**src/rtl/trig_timing_pkg.sv**
```systemverilog
package trig_timing_pkg;

    localparam int CNT_W           = 8;
    localparam int N_OUT           = 4;
    localparam int COARSE_CYC      = 4;
    localparam int STROBE_BASE_CYC = 6;
    localparam int L1_BASE_CYC     = 21;
    localparam int L1_SPLIT_CODE   = 7;
    localparam int CHAMB_WIDTH_CYC = 4;

    localparam int IDX_L1  = 0;
    localparam int IDX_CHA = 1;
    localparam int IDX_CHB = 2;
    localparam int IDX_STB = 3;

    typedef struct packed {
        logic [3:0] l1_code;
        logic [4:0] cha_dly;
        logic [4:0] chb_dly;
        logic [3:0] stb_dly;
    } ctrl_t;

    typedef struct packed {
        logic [CNT_W-1:0] delay;
        logic [CNT_W-1:0] width;
    } timing_t;

    typedef enum logic [1:0] {
        PH_IDLE = 2'd0,
        PH_WAIT = 2'd1,
        PH_HIGH = 2'd2
    } phase_e;

    function automatic ctrl_t unpack_ctrl(input logic [31:0] w);
        ctrl_t c;
        c.l1_code = w[31:28];
        c.cha_dly = w[21:17];
        c.chb_dly = w[16:12];
        c.stb_dly = w[3:0];
        return c;
    endfunction

    function automatic logic [CNT_W-1:0] l1_width(input logic [3:0] code);
        if (int'(code) < L1_SPLIT_CODE)
            return CNT_W'(L1_BASE_CYC) + CNT_W'(code);
        else
            return CNT_W'(code);
    endfunction

    function automatic logic [CNT_W-1:0] coarse_delay(input logic [4:0] code);
        return CNT_W'(code) * CNT_W'(COARSE_CYC);
    endfunction

endpackage

```
**src/rtl/trig_ctrl_decode.sv**
```systemverilog
module trig_ctrl_decode
    import trig_timing_pkg::*;
(
    input  logic [31:0]            word_i,
    output timing_t [N_OUT-1:0]    tim_o
);
    ctrl_t c;

    always_comb begin
        c = unpack_ctrl(word_i);
        tim_o[IDX_L1].delay  = '0;
        tim_o[IDX_L1].width  = l1_width(c.l1_code);
        tim_o[IDX_CHA].delay = coarse_delay(c.cha_dly);
        tim_o[IDX_CHA].width = CNT_W'(CHAMB_WIDTH_CYC);
        tim_o[IDX_CHB].delay = coarse_delay(c.chb_dly);
        tim_o[IDX_CHB].width = CNT_W'(CHAMB_WIDTH_CYC);
        tim_o[IDX_STB].delay = CNT_W'(STROBE_BASE_CYC) + CNT_W'(c.stb_dly);
        tim_o[IDX_STB].width = CNT_W'(1);
    end
endmodule

```
**src/rtl/trig_delayed_pulse.sv**
```systemverilog
module trig_delayed_pulse
    import trig_timing_pkg::*;
#(
    parameter int W = CNT_W
) (
    input  logic         clk,
    input  logic         rst,
    input  logic         start_i,
    input  logic [W-1:0] delay_i,
    input  logic [W-1:0] width_i,
    output logic         pulse_o,
    output logic         active_o
);
    phase_e       phase_q;
    logic [W-1:0] cnt_q;
    logic [W-1:0] width_q;

    always_ff @(posedge clk) begin
        if (rst) begin
            phase_q <= PH_IDLE;
            cnt_q   <= '0;
            width_q <= '0;
            pulse_o <= 1'b0;
        end else begin
            unique case (phase_q)
                PH_IDLE: begin
                    if (start_i) begin
                        width_q <= width_i;
                        if (delay_i == '0) begin
                            phase_q <= PH_HIGH;
                            cnt_q   <= width_i;
                            pulse_o <= 1'b1;
                        end else begin
                            phase_q <= PH_WAIT;
                            cnt_q   <= delay_i;
                        end
                    end
                end
                PH_WAIT: begin
                    if (cnt_q == W'(1)) begin
                        phase_q <= PH_HIGH;
                        cnt_q   <= width_q;
                        pulse_o <= 1'b1;
                    end else begin
                        cnt_q <= cnt_q - W'(1);
                    end
                end
                PH_HIGH: begin
                    if (cnt_q == W'(1)) begin
                        phase_q <= PH_IDLE;
                        cnt_q   <= '0;
                        pulse_o <= 1'b0;
                    end else begin
                        cnt_q <= cnt_q - W'(1);
                    end
                end
                default: begin
                    phase_q <= PH_IDLE;
                    pulse_o <= 1'b0;
                end
            endcase
        end
    end

    assign active_o = (phase_q != PH_IDLE);
endmodule

```
**src/rtl/trig_timing_gen.sv**
```systemverilog
module trig_timing_gen
    import trig_timing_pkg::*;
(
    input  logic        clk,
    input  logic        rst,
    input  logic        trig_i,
    input  logic [31:0] ctrl_word_i,
    output logic        l1_pulse_o,
    output logic        chamb_a_o,
    output logic        chamb_b_o,
    output logic        mult_strobe_o,
    output logic        busy_o
);
    timing_t [N_OUT-1:0] tim;
    logic    [N_OUT-1:0] pulse;
    logic    [N_OUT-1:0] active;
    logic                start;

    assign start = trig_i & ~busy_o;

    trig_ctrl_decode u_decode (
        .word_i (ctrl_word_i),
        .tim_o  (tim)
    );

    for (genvar g = 0; g < N_OUT; g++) begin : g_out
        trig_delayed_pulse #(.W(CNT_W)) u_pulse (
            .clk      (clk),
            .rst      (rst),
            .start_i  (start),
            .delay_i  (tim[g].delay),
            .width_i  (tim[g].width),
            .pulse_o  (pulse[g]),
            .active_o (active[g])
        );
    end

    assign busy_o        = |active;
    assign l1_pulse_o    = pulse[IDX_L1];
    assign chamb_a_o     = pulse[IDX_CHA];
    assign chamb_b_o     = pulse[IDX_CHB];
    assign mult_strobe_o = pulse[IDX_STB];
endmodule

```
**config.mk**
```make
export PLATFORM = sky130hd
export DESIGN_NAME = trig_timing_gen
export DESIGN_NICKNAME = d
export VERILOG_FILES = /design/src/rtl/trig_timing_pkg.sv /design/src/rtl/trig_ctrl_decode.sv /design/src/rtl/trig_delayed_pulse.sv /design/src/rtl/trig_timing_gen.sv
export SDC_FILE = /design/constraint.sdc
export NUM_CORES = 1
export LEC_CHECK = 0
export BUFFER_PORTS_ARGS = -buffer_cell sky130_fd_sc_hd__clkbuf_2
export CORE_MARGIN = 1.5
export CORE_UTILIZATION = 53
export DETAILED_ROUTE_END_ITERATION = 16
export GPL_TIMING_DRIVEN = 1
export PLACE_DENSITY_LB_ADDON = 0.15
export SYNTH_ARGS = -nofsm -noshare
export SYNTH_HDL_FRONTEND = slang
export SYNTH_SLANG_ARGS = --single-unit
```
**constraint.sdc**
```tcl
create_clock -name clk -period 2.55 [get_ports clk]
set_input_delay 0.51 -clock clk [delete_from_list [all_inputs] [get_ports clk]]
set_output_delay 0.51 -clock clk [all_outputs]
set_load 0.02 [all_outputs]
```
==> Word-level counts from Yosys, hierarchy flattened <==
Index checks and enable logic that the tools add are counted.
{ "word_totals": {"mem_count": 0, "reg_bits": 55, "latchBits": 0, "inputBits": 35, "ram_bits": 0, "mem_bits_ro": 0, "elab_cells": 141} }
{ "op_classes": {"n_eq_ne": 27, "n_reduce_logical": 31, "shift": 0, "add_sub_neg": 6, "n_div": 0, "order_cmp": 1, "multipliers": 0, "mux": 58, "bitwise": 2} }
{ "op_table": {"columns": ["operator", "count"], "rows": [
  ["$mux W8", 13],
  ["$pmux W8 S3", 4],
  ["$eq A8 B1 Y1 const B", 4],
  ["$sub A8 B1 Y8 const B", 4],
  ["$mux W2", 15],
  ["$logic_not A8 Y1", 3],
  ["$ne A2 B1 Y1 const B", 12],
  ["$pmux W2 S3", 4],
  ["$reduce_and A2 Y1", 8],
  ["$mux W1", 15],
  ["$mux W7", 2],
  ["$pmux W1 S3", 4],
  ["$reduce_and A3 Y1", 4],
  ["$reduce_and A4 Y1", 3],
  ["$reduce_bool A3 Y1", 4],
  ["$eq A2 B1 Y1 const B", 4],
  ["$eq A2 B2 Y1 const B", 4],
  ["$logic_not A2 Y1", 4],
  ["$reduce_bool A2 Y1", 4],
  ["$add A5 B4 Y6 const A", 1],
  ["$ne A2 B2 Y1 const B", 3],
  ["$add A3 B4 Y5 const A", 1],
  ["$mux W5", 1],
  ["$lt A4 B3 Y1 const B", 1],
  ["other kinds (3)", 3]
]} }

==> Depth between registers and ports, before layout <==
Gate-level depths: netlist of the first run.
{ "logic_depth": {"ltp_word": 6, "ltp_mapped": 8} }

==> Modules after synthesis <==
Synthesis of the first run repeated with hierarchy kept, for this count alone.
{ "hier_totals": {"cells_unflattened": 701, "area_unflattened_um2": 5416.4} }
{ "by_module_without_submodules": {"columns": ["module", "instances", "cells_per_inst", "area_each_um2", "seq_area_each_um2"], "rows": [
  ["trig_delayed_pulse (g_out[0].u_pulse ...)", 3, 157, 1212.4, 380.4],
  ["trig_delayed_pulse (g_out[3].u_pulse)", 1, 155, 1212.4, 380.4],
  ["trig_ctrl_decode", 1, 72, 545.5, 0.0],
  ["trig_timing_gen", 1, 3, 21.3, 0.0]
]} }

==> Least setup slack after synthesis of the first run <==
No wires, ideal clock.
{ "synth_timing": {"path_kind": "flip-flop to flip-flop", "from": "register g_out[1].u_pulse.phase_q[0]", "to": "register g_out[2].u_pulse.cnt_q[2]", "path_buffers": 2, "required_time_ns": 2.433, "setup_ns": 0.117, "path_slack_ns": 0.678, "stages_incl_launch_ff": 9, "synth_period_minus_slack_ns": 1.872, "arrival_ns": 1.755, "cell_sequence": "dfxtp_1 > inv_1 > ha_1 > clkbuf_1 > and4b_1 > o21ai_0 > clkbuf_1 > nor2_1 > a22o_1"} }
{ "synth_via": {"elab_chain_cells": 6} }
{ "synth_lines": {"columns": ["item", "line", "source"], "rows": [
  ["start, declared", "trig_delayed_pulse.sv:14", "phase_e phase_q;"],
  ["start signal, assigned", "trig_delayed_pulse.sv:20", "phase_q <= PH_IDLE;"],
  ["start signal, assigned", "trig_delayed_pulse.sv:30", "phase_q <= PH_HIGH;"],
  ["start signal, assigned", "trig_delayed_pulse.sv:34", "phase_q <= PH_WAIT;"],
  ["$reduce_bool A2 Y1", "trig_delayed_pulse.sv:65", "assign active_o = (phase_q != PH_IDLE);"],
  ["$reduce_or A4 Y1", "trig_timing_gen.sv:38", "assign busy_o = |active;"],
  ["$not A1 Y1", "trig_timing_gen.sv:19", "assign start = trig_i & ~busy_o;"],
  ["$and A1 B1 Y1", "trig_timing_gen.sv:19", null],
  ["$ne A2 B2 Y1 (no source line)", null, null],
  ["$reduce_and A2 Y1 (no source line)", null, null],
  ["end signal, assigned", "trig_delayed_pulse.sv:42", "cnt_q <= width_q;"],
  ["end signal, assigned", "trig_delayed_pulse.sv:45", "cnt_q <= cnt_q - W'(1);"],
  ["end signal, assigned", "trig_delayed_pulse.sv:54", "cnt_q <= cnt_q - W'(1);"],
  ["end, declared", "trig_delayed_pulse.sv:15", "logic [W-1:0] cnt_q;"]
]} }
Every way passes these cells.
A chain may end at the register's enable or synchronous reset.

==> Worst setup path after layout of the first run <==
{ "layout_timing": {"from": "register g_out[2].u_pulse.phase_q[1]", "to": "output busy_o"} }
{ "layout_via": {"elab_chain_cells": 2} }
{ "layout_lines": {"columns": ["item", "line", "source"], "rows": [
  ["start, declared", "trig_delayed_pulse.sv:14", null],
  ["start signal, assigned", "trig_delayed_pulse.sv:20", null],
  ["start signal, assigned", "trig_delayed_pulse.sv:30", null],
  ["start signal, assigned", "trig_delayed_pulse.sv:34", null],
  ["$reduce_bool A2 Y1", "trig_delayed_pulse.sv:65", null],
  ["$reduce_or A4 Y1", "trig_timing_gen.sv:38", null],
  ["end, declared", "trig_timing_gen.sv:12", "output logic busy_o"]
]} }
Every way passes these cells.

==> impl_metrics.toml, run 1 <==
[run_status]
outcome = "finished clean"

[timing]
slew_headroom_pct = 59.29
finalSetupViolations = 0
rsz0062_at_grt = "false"
finalWorstSetupSlack_ns = 0.2976
setup_tns_ns = 0
hold_viol = 0
final.setup_skew_ns = 0.005578
min_period_over_period_pct = 88.33
tightest_slew_ns = 0.6051
fin_crit_ns = 2.252
whs_ns = 0.4810
slew_violations = 0
fmax_mhz = 444.0

[detailed_routing]
routed_wirelength_mm = 6.971
drc = 0
ant_nets = 0
viasPerCell = 5.992
vias = 2900
drt-pass1-iter-count = 4
wl_per_cell_um = 14.40
drtIter0Drc = 135

[global_route]
grt_pass1_vias = 2635
groute.usage.overall_pct = 23.12
grt_pass1_wl_mm = 11.57
grt-ovfl-total = 0
grt_max_degree = 22
antenna_found_initial = 0

[yosys]
synth.distinct_cells = 55
synth_mux_area_share_pct = 1.377
syn_nets = 440
ys_ff_latch = 45
synth_fa_ha_area_share_pct = 9.182
synth_edf_count = 0
avgSynthCellArea_um2 = 7.827
async_reset_ff_share_pct = 0
synth_cells = 383
synth-simple-area-share_pct = 23.71
yosysWarnings = 0
synth_top_family_by_area = "compound AO/OA/AOI/OAI gates"
synth_compound_area_share_pct = 27.71
synth_ff_type = "dfxtp_1"
ys_seq_area_share_pct = 30.05
syn-cell-area_um2 = 2998
synth_xor_area_share_pct = 1.461

[pwr]
finalPower_mw = 4.705
p_per_area_nw_per_um2 = 1416
p_leak_nw = 1.368
peakVddDrop_v = 0.0005891

[critical_path]
crit_slowest_cell = "or3_1"
max_stage_delay_ns = 0.38
crit_path_frequent_cell = "inv_1"
arrival_ns = 1.74
crit_fanout = 8
start_kind = "register"
crit_chain = "inv_1 -> ha_1 -> inv_1 -> or3_1 -> clkbuf_2"
cp.required_ns = 2.04
crit_buf_inv = 3
critPathTopFamily = "buffers and inverters"
end_kind = "output port"
crit_type = "register to output port"

[clock_tree]
cts_max_path_buffers = 2
cts_tree = "done"
clkTransAtPathRegs_ns = 0.08
insertion_delay_ns = 0.30
clockRootBuffer = "clkbuf_8"
cts_resized = 0
htree_levels = 2
holdBufCountCts = 0
clock_sinks = 45
postCtsSetupBuffers = 0
cts_made_buffers = 5

[final_layout]
syn2layout_area_growth_pct = 10.81
multi_input_area_um2 = 1902
fillCellCount = 530
drive_gt1_share_pct = 12.38
fin_area_um2 = 3322
register_area_um2 = 900.9
insertedDiodeCount = 0
fin_util_pct = 60.70
design.final.nets = 469
finalNonFillerCells = 484

[floorplan]
die_w_um = 78.21
dieArea_um2 = 6117
std_cell_rows = 27
core_area_um2 = 5473
die_h_um = 78.21
io_pins = 40
start_util_pct = 54.78

[hold_path]
hold_path.class = "register to register"

[placed_design]
dp_cells = 477
postPlaceCellArea_um2 = 3236
portBuffers = 25
place.gp.congestion = 0.8916
dp_hpwl_mm = 5.198
dp_slack_ns = 0.4920

[job]
drv_cap = 0
sequential cells by signal (all words and copies together), names as in the netlist:
name and count:
g_out.u_pulse.pulse_o 4, g_out.u_pulse.width_q 3, g_out.u_pulse.phase_q 6, g_out.u_pulse.cnt_q 32
metal layers:
metal  global-route usage [%]  vias to the layer above  wire (um)
met2                    40.00                       65       3296
met3                    4.186                       11        242
met1                    29.15                     1344       3342
met5                        0                        -          0
li1                         -                     1480          -
met4                    6.964                        0         89
placed cells by master, fill, tap and decap left out, types with 6 or more instances in the layout:
cell	instances
a211oi_1	6
a21o_1	8
a21oi_1	37
buf_4	9
clkbuf_2	25
clkbuf_8	6
dfxtp_1	45
ha_1	22
inv_1	39
nand2_1	23
nand3_1	9
nor2_1	31
nor3_1	19
o21ai_0	16
o22ai_1	6
o32ai_1	15
or3_1	9
or4_1	6
power by group:
group          internal [mW]  switching [mW]
Clock                  0.216           0.242
Combinational           1.28            1.74
Sequential             0.962           0.263
Total                   2.46            2.24
final timing paths:
path / slack, ns / depth (start not counted) / to / startpoint
worst min-delay path: 0.48 / 2 / g_out[2].u_pulse.width_q[2] / g_out[2].u_pulse.width_q[2]
worst max register to register: 0.46 / 6 / g_out[1].u_pulse.cnt_q[6] / g_out[1].u_pulse.cnt_q[1]
worst min register to register: 0.48 / 2 / g_out[2].u_pulse.width_q[2] / g_out[2].u_pulse.width_q[2]
worst max-delay path: 0.30 / 5 / busy_o / g_out[2].u_pulse.phase_q[1]
cells by family (layout without fill, tap and decap cells):
| family | count (synthesis) | count (layout) |
|---|---|---|
| AO/OA/AOI/OAI | 123 | 123 |
| XOR/XNOR | 5 | 5 |
| adder cells (fa/ha/maj) | 22 | 22 |
| buffers and inverters | 52 | 81 |
| flip-flops | 45 | 45 |
| multiplexers | 4 | 4 |
| AND/OR/NAND/NOR | 132 | 132 |
area by class of cell:
| class | instances | area share [%] |
|---|---|---|
| Timing Repair Buffer | 34 | 5.800 |
| Multi-Input combinational cell | 286 | 57.25 |
| Clock buffer | 7 | 2.599 |
| Inverter | 40 | 4.520 |
| Sequential cell | 45 | 27.12 |
| Tap cell | 72 | 2.712 |
synthesized netlist by cell type, types with 3 or more instances:
cell	instances	area, um2
dfxtp_1	45	900.9
inv_1	39	146.4
a21oi_1	37	185.2
nor2_1	31	116.4
nand2_1	23	86.33
ha_1	22	275.3
nor3_1	19	95.09
o21ai_0	16	80.08
o32ai_1	15	131.4
clkbuf_1	12	45.04
nand3_1	9	45.04
or3_1	9	56.30
a21o_1	8	60.06
a211oi_1	6	45.04
o22ai_1	6	37.54
or4_1	6	45.04
o21a_1	5	37.54
or2_2	5	31.28
a31oi_1	4	25.02
nand3b_1	4	30.03
a22o_1	3	26.28
a32o_1	3	30.03
mux2i_1	3	30.03
nand2b_1	3	18.77
nor2b_1	3	18.77
nor3b_1	3	22.52
nor4_1	3	18.77
o21bai_1	3	22.52
or3b_2	3	26.28
xnor2_1	3	26.28
worst min-delay path: cells and delay by family, from the launching register on:
family | cells | cell delay (ns)
flops | 1 | 0.34
simple gates | 2 | 0.12
No activity file was read; power rests on OpenSTA's default activity.
==> inputs of run 2 (changes only) <==
==> constraint.sdc (replaced) <==
create_clock -name clk -period 2.3 [get_ports clk]
set_input_delay 0.46 -clock clk [delete_from_list [all_inputs] [get_ports clk]]
set_output_delay 0.46 -clock clk [all_outputs]
set_load 0.02 [all_outputs]
==> run 2 against run 1 <==
Net effect: final cell count is 0.83% higher; core utilization rose by 0.46 points; sequential power grew 11%; critical path type unchanged; first-iteration DRC count is 47% higher; critical endpoint unchanged.
==> impl_metrics.toml, run 2 (synthesis results as in run 1) <==
[hold_path]
holdCritStartpoint = "g_out[2].u_pulse.width_q[2]"
hold-path-endpoint = "g_out[2].u_pulse.width_q[2]"
hold_path.class = "register to register"
holdPathStages = 2

[run_status]
outcome = "finished clean"

[floorplan]
io_pins = 40
start_util_pct = 54.78
dieArea_um2 = 6117
die_h_um = 78.21
core_area_um2 = 5473
die_w_um = 78.21
std_cell_rows = 27

[timing]
finalWorstSetupSlack_ns = 0.1283
fin_crit_ns = 2.172
min_period_over_period_pct = 94.42
slew_violations = 0
setup_tns_ns = 0
rsz0062_at_grt = "false"
slew_headroom_pct = 61.91
hold_viol = 0
tightest_slew_ns = 0.5653
final.setup_skew_ns = 0.01952
fmax_mhz = 460.5
finalSetupViolations = 0

[clock_tree]
cts_tree = "done"
clockRootBuffer = "clkbuf_8"
insertion_delay_ns = 0.32
postCtsSetupBuffers = 0
htree_levels = 2
clock_sinks = 45
cts_made_buffers = 5
cts_max_path_buffers = 2
clkTransAtPathRegs_ns = 0.10

[critical_path]
cp.required_ns = 1.84
end_kind = "output port"
crit_type = "register to output port"
max_stage_delay_ns = 0.34
arrival_ns = 1.71
crit_fanout = 8
timing.rr.start = "g_out[1].u_pulse.phase_q[1]"
ff2ff_path_depth = 6
rrSetupSlack_ns = 0.19
reg2reg_to = "g_out[1].u_pulse.cnt_q[2]"
crit_chain = "inv_1 -> ha_1 -> nand2_1 -> or3_1 -> clkbuf_2"
start_kind = "register"
crit_path_start = "g_out[3].u_pulse.phase_q[0]"
crit_slowest_cell = "dfxtp_1"

[detailed_routing]
drc = 0
vias = 2914
routed_wirelength_mm = 7.069
drt-pass1-iter-count = 5
ant_nets = 0
viasPerCell = 5.971
drtIter0Drc = 199
wl_per_cell_um = 14.49

[final_layout]
multi_input_area_um2 = 1904
syn2layout_area_growth_pct = 11.64
regMostFlops = "g_out.u_pulse.cnt_q"
largest_register_ffs = 32
fillCellCount = 541
drive_gt1_share_pct = 13.70
largest_registers = "g_out.u_pulse.cnt_q (32), g_out.u_pulse.phase_q (6), g_out.u_pulse.pulse_o (4)"
fin_util_pct = 61.16
final_cell_mix = "45 x dfxtp_1, 39 x inv_1, 37 x a21oi_1, 31 x nor2_1, 25 x clkbuf_2"
register_area_um2 = 900.9
final_common_cell = "dfxtp_1"
design.final.nets = 472
insertedDiodeCount = 0

[placed_design]
dp_hpwl_mm = 5.132
place.gp.congestion = 0.9089
dp_slack_ns = 0.3536
portBuffers = 25

[job]
drv_cap = 0

[global_route]
grt_pass1_vias = 2673
antenna_found_initial = 0
grt_max_degree = 23
grt_pass1_wl_mm = 11.89
groute.usage.overall_pct = 23.79
grt-ovfl-total = 0

[pwr]
p_per_area_nw_per_um2 = 1576
p_leak_nw = 1.379
peakVddDrop_v = 0.0006887
## run 2: changes by cell type in the layout (fill, tap and decap cells not counted), sizes merged
| cell | before | now |
|---|---|---|
| buf | 9 | 12 |
| clkbuf | 32 | 30 |
| clkinvlp | 0 | 1 |
| clkinv | 1 | 3 |
## run 2: cell type report
cell class	instances	share of cell area, %
Clock buffer	5	2.056
Tap cell	72	2.692
Sequential cell	45	26.92
Timing Repair Buffer	37	6.430
Inverter	40	4.486
Clock inverter	3	0.5234
Multi-Input combinational cell	286	56.90
## run 2: power breakdown
group / total [mW] / switching [mW] / internal [mW]
logic: 3.41 / 1.94 / 1.47
clock network: 0.506 / 0.296 / 0.210
registers: 1.36 / 0.292 / 1.07
total: 5.27 / 2.53 / 2.75
## run 2: timing repair
action,4_1_cts,5_1_grt
resized for setup,0,1
setup endpoints to repair,0,1
hold buffers,0,0
## run 2: worst max-delay path: cells and delay by family (launching register included)
family / cells / cell delay [ns]
adders and majority gates: 1 / 0.32
buffers and inverters: 2 / 0.27
DFF: 1 / 0.34
and+or+nand+nor: 2 / 0.46
## run 2: worst max path at each step
stage	to	slack [ns]	cells after the start
3_3_place_gp	g_out[1].u_pulse.cnt_q[2]	0.35	6
3_5_place_dp	g_out[1].u_pulse.cnt_q[2]	0.35	6
2_1_floorplan	g_out[2].u_pulse.cnt_q[2]	0.43	8
6_report	busy_o	0.13	5
4_1_cts	busy_o	0.07	5
5_1_grt	busy_o	0.03	5
## run 2: metrics by stage
stage / power [mW] / cell area, um2 / hold slack [ns] / cells
after floorplan: 3.905 / 2998 / 0.4399 / 383
after global placement: 4.655 / 3258 / 0.4567 / 480
after detailed placement: 4.721 / 3258 / 0.4606 / 480
after CTS: 5.240 / 3344 / 0.4849 / 488
after global routing: 5.767 / 3347 / 0.5106 / 488
final: 5.274 / 3347 / 0.4824 / 488
## run 2: per-layer routing
metal | up-vias | wire length [um] | GRT usage (%)
met5 | - | 0 | 0
met4 | 0 | 71 | 6.607
met3 | 8 | 231 | 3.837
met2 | 54 | 3321 | 40.43
met1 | 1370 | 3444 | 31.14
li1 | 1482 | - | -
